### config.mk
export PLATFORM = sky130hd
export DESIGN_NAME = lpm_ctrl
export DESIGN_NICKNAME = d
export VERILOG_FILES = /design/src/rtl/lpm_pkg.sv /design/src/rtl/lpm_field_decode.sv /design/src/rtl/lpm_req_qual.sv /design/src/rtl/lpm_wake_timer.sv /design/src/rtl/lpm_ctrl.sv
export SDC_FILE = /design/constraint.sdc
export NUM_CORES = 1
export LEC_CHECK = 0
export ABC_AREA = 1
export ABC_CLOCK_PERIOD_IN_PS = 2370
export BUFFER_PORTS_ARGS = -buffer_cell sky130_fd_sc_hd__buf_2
export CORE_MARGIN = 8
export CORE_UTILIZATION = 45
export DETAILED_ROUTE_END_ITERATION = 8
export PLACE_DENSITY = 0.73
export SYNTH_ARGS = -nofsm -noshare
export SYNTH_HDL_FRONTEND = slang
export SYNTH_SLANG_ARGS = --single-unit
### constraint.sdc
create_clock -name clk_i -period 2.37 [get_ports clk_i]
set_input_delay 0.1185 -clock clk_i [delete_from_list [all_inputs] [get_ports clk_i]]
set_output_delay 0.1185 -clock clk_i [all_outputs]
set_load 0.05 [all_outputs]
### src/rtl/lpm_pkg.sv
package lpm_pkg;

   localparam int unsigned NUM_MODES = 7;

   typedef enum logic [2:0] {
      M_NHI = 3'd0,
      M_NLO = 3'd1,
      M_DZH = 3'd2,
      M_DZL = 3'd3,
      M_SLP = 3'd4,
      M_DSL = 3'd5,
      M_PDN = 3'd6
   } lpm_mode_e;

   typedef enum logic [1:0] {
      LAT_DOZE  = 2'd0,
      LAT_SLEEP = 2'd1,
      LAT_DEEP  = 2'd2
   } lpm_lat_e;

   typedef struct packed {
      logic act;
      logic psv;
      logic intr;
   } lpm_terms_t;

endpackage

### src/rtl/lpm_field_decode.sv
module lpm_field_decode
   import lpm_pkg::*;
#(
   parameter int unsigned FIELD_W = 2
) (
   input  logic [FIELD_W-1:0] sel_i,
   input  logic               reduce_i,
   input  logic               tsel_i,
   output lpm_mode_e          target_o
);

   generate
      if (FIELD_W != 2) begin : g_bad_width
         $error("lpm_field_decode: FIELD_W must be 2");
      end
   endgenerate

   always_comb begin
      unique case (sel_i)
         2'b00:   target_o = reduce_i ? M_NLO : M_NHI;
         2'b01:   target_o = reduce_i ? M_DZL : M_DZH;
         2'b10:   target_o = M_SLP;
         default: target_o = tsel_i ? M_DSL : M_PDN;
      endcase
   end

endmodule

### src/rtl/lpm_req_qual.sv
module lpm_req_qual
   import lpm_pkg::*;
#(
   parameter int unsigned IRQ_N = 8,
   parameter int unsigned TMR_N = 4
) (
   input  logic             comm_act_i,
   input  logic             act_en_i,
   input  logic             pwr_save_i,
   input  logic             pwr_en_i,
   input  logic [IRQ_N-1:0] ext_irq_i,
   input  logic [TMR_N-1:0] tmr_irq_i,
   output lpm_terms_t       terms_o
);

   localparam int unsigned SRC_N = IRQ_N + TMR_N;

   generate
      if (IRQ_N < 1) begin : g_bad_irq
         $error("lpm_req_qual: IRQ_N must be at least 1");
      end
      if (TMR_N < 1) begin : g_bad_tmr
         $error("lpm_req_qual: TMR_N must be at least 1");
      end
   endgenerate

   logic [SRC_N-1:0] src_vec;

   genvar gi;
   generate
      for (gi = 0; gi < IRQ_N; gi++) begin : g_ext
         assign src_vec[gi] = ext_irq_i[gi];
      end
      for (gi = 0; gi < TMR_N; gi++) begin : g_tmr
         assign src_vec[IRQ_N+gi] = tmr_irq_i[gi];
      end
   endgenerate

   always_comb begin
      terms_o.act  = comm_act_i & act_en_i;
      terms_o.psv  = ~pwr_save_i & pwr_en_i;
      terms_o.intr = |src_vec;
   end

endmodule

### src/rtl/lpm_wake_timer.sv
module lpm_wake_timer
   import lpm_pkg::*;
#(
   parameter int unsigned DOZE_LAT  = 3,
   parameter int unsigned SLEEP_LAT = 4,
   parameter int unsigned DEEP_LAT  = 500
) (
   input  logic     clk_i,
   input  logic     hard_rst_i,
   input  logic     start_i,
   input  lpm_lat_e sel_i,
   input  logic     abort_i,
   output logic     busy_o,
   output logic     expire_o
);

   localparam int unsigned MAX_A   = (DOZE_LAT > SLEEP_LAT) ? DOZE_LAT : SLEEP_LAT;
   localparam int unsigned MAX_LAT = (MAX_A > DEEP_LAT) ? MAX_A : DEEP_LAT;
   localparam int unsigned CNT_W   = (MAX_LAT < 2) ? 1 : $clog2(MAX_LAT);

   generate
      if (DOZE_LAT < 1 || SLEEP_LAT < 1 || DEEP_LAT < 1) begin : g_bad_lat
         $error("lpm_wake_timer: every latency must be at least 1");
      end
   endgenerate

   logic [CNT_W-1:0] cnt_q;
   logic [CNT_W-1:0] load_val;
   logic             busy_q;

   always_comb begin
      unique case (sel_i)
         LAT_DOZE:  load_val = CNT_W'(DOZE_LAT - 1);
         LAT_SLEEP: load_val = CNT_W'(SLEEP_LAT - 1);
         default:   load_val = CNT_W'(DEEP_LAT - 1);
      endcase
   end

   always_ff @(posedge clk_i) begin
      if (hard_rst_i || abort_i) begin
         busy_q <= 1'b0;
         cnt_q  <= '0;
      end else if (start_i && !busy_q) begin
         busy_q <= 1'b1;
         cnt_q  <= load_val;
      end else if (busy_q) begin
         if (cnt_q == '0) begin
            busy_q <= 1'b0;
         end else begin
            cnt_q <= cnt_q - 1'b1;
         end
      end
   end

   assign busy_o   = busy_q;
   assign expire_o = busy_q && (cnt_q == '0);

   // an expiring count ends the wake-up on the following cycle
   a_r9_expire_ends: assert property (@(posedge clk_i) disable iff (hard_rst_i)
      (expire_o && !abort_i) |=> !busy_o);

   // an abort empties the timer
   a_r4_abort_clears: assert property (@(posedge clk_i) disable iff (hard_rst_i)
      abort_i |=> !busy_o);

endmodule

### src/rtl/lpm_ctrl.sv
module lpm_ctrl
   import lpm_pkg::*;
#(
   parameter int unsigned IRQ_N     = 8,
   parameter int unsigned TMR_N     = 4,
   parameter int unsigned DOZE_LAT  = 3,
   parameter int unsigned SLEEP_LAT = 4,
   parameter int unsigned DEEP_LAT  = 500
) (
   input  logic                 clk_i,
   input  logic                 hard_rst_i,
   input  logic                 mode_wr_i,
   input  logic [1:0]           mode_sel_i,
   input  logic                 clk_reduce_i,
   input  logic                 timer_sel_i,
   input  logic                 act_req_en_i,
   input  logic                 pwr_req_en_i,
   input  logic                 comm_act_i,
   input  logic                 pwr_save_i,
   input  logic [IRQ_N-1:0]     ext_irq_i,
   input  logic [TMR_N-1:0]     tmr_irq_i,
   input  logic                 pwr_fail_i,
   output logic [NUM_MODES-1:0] mode_o,
   output logic                 pwr_gate_o,
   output logic                 wake_done_o
);

   lpm_terms_t terms;
   lpm_mode_e  target;
   lpm_mode_e  st_q, st_d;
   logic       done_q, done_d;
   logic       wk_start, wk_busy, wk_expire;
   lpm_lat_e   wk_sel;
   logic       any_term;

   lpm_req_qual #(
      .IRQ_N (IRQ_N),
      .TMR_N (TMR_N)
   ) u_qual (
      .comm_act_i (comm_act_i),
      .act_en_i   (act_req_en_i),
      .pwr_save_i (pwr_save_i),
      .pwr_en_i   (pwr_req_en_i),
      .ext_irq_i  (ext_irq_i),
      .tmr_irq_i  (tmr_irq_i),
      .terms_o    (terms)
   );

   lpm_field_decode #(
      .FIELD_W (2)
   ) u_dec (
      .sel_i    (mode_sel_i),
      .reduce_i (clk_reduce_i),
      .tsel_i   (timer_sel_i),
      .target_o (target)
   );

   lpm_wake_timer #(
      .DOZE_LAT  (DOZE_LAT),
      .SLEEP_LAT (SLEEP_LAT),
      .DEEP_LAT  (DEEP_LAT)
   ) u_wake (
      .clk_i      (clk_i),
      .hard_rst_i (hard_rst_i),
      .start_i    (wk_start),
      .sel_i      (wk_sel),
      .abort_i    (pwr_fail_i),
      .busy_o     (wk_busy),
      .expire_o   (wk_expire)
   );

   assign any_term = terms.act | terms.psv | terms.intr;

   always_comb begin
      st_d     = st_q;
      done_d   = 1'b0;
      wk_start = 1'b0;
      wk_sel   = LAT_DOZE;
      if (pwr_fail_i) begin
         st_d = M_PDN;
      end else if (wk_busy) begin
         if (wk_expire) begin
            st_d   = M_NHI;
            done_d = 1'b1;
         end
      end else begin
         unique case (st_q)
            M_NHI: begin
               if (mode_wr_i)                      st_d = target;
               else if (clk_reduce_i && !any_term) st_d = M_NLO;
            end
            M_NLO: begin
               if (mode_wr_i)                      st_d = target;
               else if (any_term || !clk_reduce_i) st_d = M_NHI;
            end
            M_DZH: begin
               if (terms.intr) begin
                  wk_start = 1'b1;
                  wk_sel   = LAT_DOZE;
               end else if (terms.act && clk_reduce_i) begin
                  st_d = M_DZL;
               end
            end
            M_DZL: begin
               if (any_term) begin
                  wk_start = 1'b1;
                  wk_sel   = LAT_DOZE;
               end
            end
            M_SLP: begin
               if (terms.intr) begin
                  wk_start = 1'b1;
                  wk_sel   = LAT_SLEEP;
               end
            end
            M_DSL: begin
               if (terms.intr) begin
                  wk_start = 1'b1;
                  wk_sel   = LAT_DEEP;
               end
            end
            default: st_d = M_PDN;
         endcase
      end
   end

   always_ff @(posedge clk_i) begin
      if (hard_rst_i) begin
         st_q   <= M_NHI;
         done_q <= 1'b0;
      end else begin
         st_q   <= st_d;
         done_q <= done_d;
      end
   end

   genvar gm;
   generate
      for (gm = 0; gm < NUM_MODES; gm++) begin : g_mode
         assign mode_o[gm] = (st_q == lpm_mode_e'(3'(gm)));
      end
   endgenerate

   assign pwr_gate_o  = (st_q == M_PDN);
   assign wake_done_o = done_q;

   // hard reset lands in normal-high with quiet outputs
   a_r1_reset_to_nhi: assert property (@(posedge clk_i)
      hard_rst_i |=> (mode_o[M_NHI] && !wake_done_o && !pwr_gate_o));

   // power failure forces power-down
   a_r4_fail_forces_pdn: assert property (@(posedge clk_i) disable iff (hard_rst_i)
      pwr_fail_i |=> (mode_o[M_PDN] && pwr_gate_o));

   // power-down is sticky until reset
   a_r5_pdn_sticky: assert property (@(posedge clk_i) disable iff (hard_rst_i)
      mode_o[M_PDN] |=> (mode_o[M_PDN] && pwr_gate_o));

   // exactly one mode at a time
   a_r11_onehot: assert property (@(posedge clk_i) disable iff (hard_rst_i)
      $countones(mode_o) == 1);

   // wake-complete is one cycle wide and only in normal-high
   a_r10_single_pulse: assert property (@(posedge clk_i) disable iff (hard_rst_i)
      wake_done_o |=> !wake_done_o);
   a_r10_pulse_in_nhi: assert property (@(posedge clk_i) disable iff (hard_rst_i)
      wake_done_o |-> mode_o[M_NHI]);

   // a wake-up in progress freezes the mode
   a_r12_hold_waking: assert property (@(posedge clk_i) disable iff (hard_rst_i)
      (wk_busy && !wk_expire && !pwr_fail_i) |=> $stable(mode_o));

   // sleep ignores writes when no interrupt is present
   a_r3_sleep_ignores_write: assert property (@(posedge clk_i) disable iff (hard_rst_i)
      (mode_o[M_SLP] && !wk_busy && !terms.intr && !pwr_fail_i) |=> mode_o[M_SLP]);

   // activity with clock reduce moves doze-high to doze-low
   a_r8_dzh_to_dzl: assert property (@(posedge clk_i) disable iff (hard_rst_i)
      (mode_o[M_DZH] && !wk_busy && terms.act && !terms.intr && clk_reduce_i && !pwr_fail_i)
      |=> mode_o[M_DZL]);

endmodule

==> impl_metrics.json <==
{
  "outcome": "finished clean",
  "cts_setup_buffers": 0,
  "setup-violations-final": 0,
  "finalSetupTns_ns": 0,
  "hold_ws_ns": 0.09600,
  "hold_path.class": "in -> reg",
  "crit_arrival_ns": 1.84,
  "ys_warn_count": 0,
  "grt_pass1_wl_um": 4809,
  "syn_inst": 180,
  "worstMarginPinSlew_ns": 0.3807,
  "fp.dieW_um": 64.90,
  "dp.cells": 238,
  "nets": 241,
  "hold_violations": 0,
  "place_hpwl_um": 2157,
  "end_kind": "flop",
  "cts_resized": 0,
  "syn-num-nets": 206,
  "io_buffers": 32,
  "numCtsBuffers": 3,
  "drv_slew": 0,
  "grt_pass1_vias": 1162,
  "syn_area_sq_um": 1076,
  "post-route-period-util": 0.6999,
  "insertion_delay_ns": 0.28,
  "cts.sinks": 14,
  "postRouteAntennaNets": 0,
  "irDropWorstVdd_uv": 486.4,
  "synth_seq_area_share": 0.2605,
  "core_sq_um": 2233,
  "cts.clk_slew.worst_paths_ns": 0.08,
  "start_util": 0.4818,
  "vias": 1202,
  "max-cap-violations": 0,
  "grt_overflow": 0,
  "worstSetupPathType": "reg -> reg",
  "grt_antenna_before_repair": 0,
  "wl_per_cell_um": 10.86,
  "design.die.area_sq_um": 4212,
  "path_max_fanout": 15,
  "core.rowCount": 17,
  "hold_buffers": 0,
  "gp_congestion": 0.8768,
  "final_common_cell": "nand2_1",
  "slew_headroom": 0.7456,
  "fmax_mhz": 602.9,
  "cp.required_ns": 2.55,
  "clock_path_buffers": 2,
  "final_cells": 241,
  "clock-skew-final_ns": 0.002537,
  "drtIter0Drc": 83,
  "tritoncts": "built",
  "p_leak_uw": 0.0006886,
  "clockRootBuffer": "clkbuf_4",
  "dr.pass1.iters": 4,
  "grtUsageTotal": 0.1349,
  "via_per_inst": 4.988,
  "htree_num_levels": 1,
  "r2r_slack_ns": 0.71,
  "yosysUniqueCellTypes": 25,
  "antennaDiodeCount": 0,
  "areaGrowthSynthToFinish_pct": 18.14,
  "die_y_um": 64.90,
  "syn-mean-instance-area_sq_um": 5.978,
  "worstSetupStartpointType": "flop",
  "finalCriticalPeriod_ns": 1.659,
  "wirelength_um": 2617,
  "final_cell_mix": "49 x nand2_1, 34 x nor2_1, 32 x buf_2",
  "layout-drive-gt1-share": 0.2207,
  "power.density_nw_per_um2": 787.2,
  "synth_seq_cells": 14,
  "grt_max_degree": 16,
  "drc": 0,
  "rsz0062_at_grt": "no",
  "io_pins": 33
}
## where the power goes
group / leakage (uW) / internal, uW / switching [uW]
Sequential: 0.000114 / 264 / 35.1
Clock: 0.0000138 / 58.9 / 73.5
Combinational: 0.000561 / 189 / 380
## area by class of cell
type,count,area [sq um]
Clock buffer,3,22.52
Fill cell,231,962.2
Inverter,22,82.58
Multi-Input combinational cell,141,683.2
Sequential cell,14,280.3
Tap cell,28,35.03
Timing Repair Buffer,33,167.7
## flip-flops by register name, indices dropped and copies added (netlist names)
| name | flops |
|---|---|
| st_q | 3 |
| u_wake.cnt_q | 9 |
| u_wake.busy_o | 1 |
| wake_done_o | 1 |
## Yosys cell counts, drive strengths merged
master   number  area (sq um)
a21oi        11         66.32
and2          1         6.260
buf           3         30.03
dfxtp        14         280.3
ha            2         25.02
inv          22         82.58
nand2        52         202.7
nand3        17         85.08
nand3b        1         7.510
nand4         3         18.77
nor2         37         146.4
nor3          3         15.01
nor4          1         6.260
o2111ai       1         8.760
o21a          1         7.510
o21ai         3         18.77
o31ai         1         7.510
xnor2         1         8.760
xor2          6         52.55
## stage by stage
stage	total power (uW)	area, sq um	setup slack [ns]	utilization
after CTS	1009	1271	0.7067	0.5692
after global placement	860.5	1249	0.7534	0.5591
after floorplan	779.3	1076	0.1476	-
final	1001	1271	0.7113	0.5692
after global routing	1103	1271	0.4983	0.5692
after detailed placement	872.5	1249	0.7105	0.5591
## logic make-up after synthesis
logic type      count (synthesis)  share of synthesized area
buf+inv                        25                     0.1047
xor+xnor                        7                    0.05698
fa+ha+maj                       2                    0.02325
compound gates                 17                     0.1012
simple gates                  115                     0.4535
flops                          14                     0.2605
## final timing paths
check / startpoint / end / cells past startpoint
hold / removal: hard_rst_i / st_q[2] / 4
setup reg to reg: st_q[1] / u_wake.cnt_q[4] / 9
hold reg to reg: u_wake.cnt_q[3] / u_wake.cnt_q[3] / 2
setup / recovery: st_q[1] / u_wake.cnt_q[4] / 9
## routing by layer
metal,part of all wire,GRT usage
met2,0.46,0.2435
met3,0.089,0.03952
met5,0,0
met4,0.015,0.05450
met1,0.44,0.1431
## critical path, cell delays in order, from the launching register on
cell and delay [ns]:
dfxtp_1 0.49, inv_2 0.07, nand2_1 0.16, inv_2 0.06, o21ai_2 0.14, nand2_2 0.09, a21oi_4 0.34, nand2_1 0.10
nand2_1 0.08, nor2_1 0.03
Power figures use the tool's default switching activity.
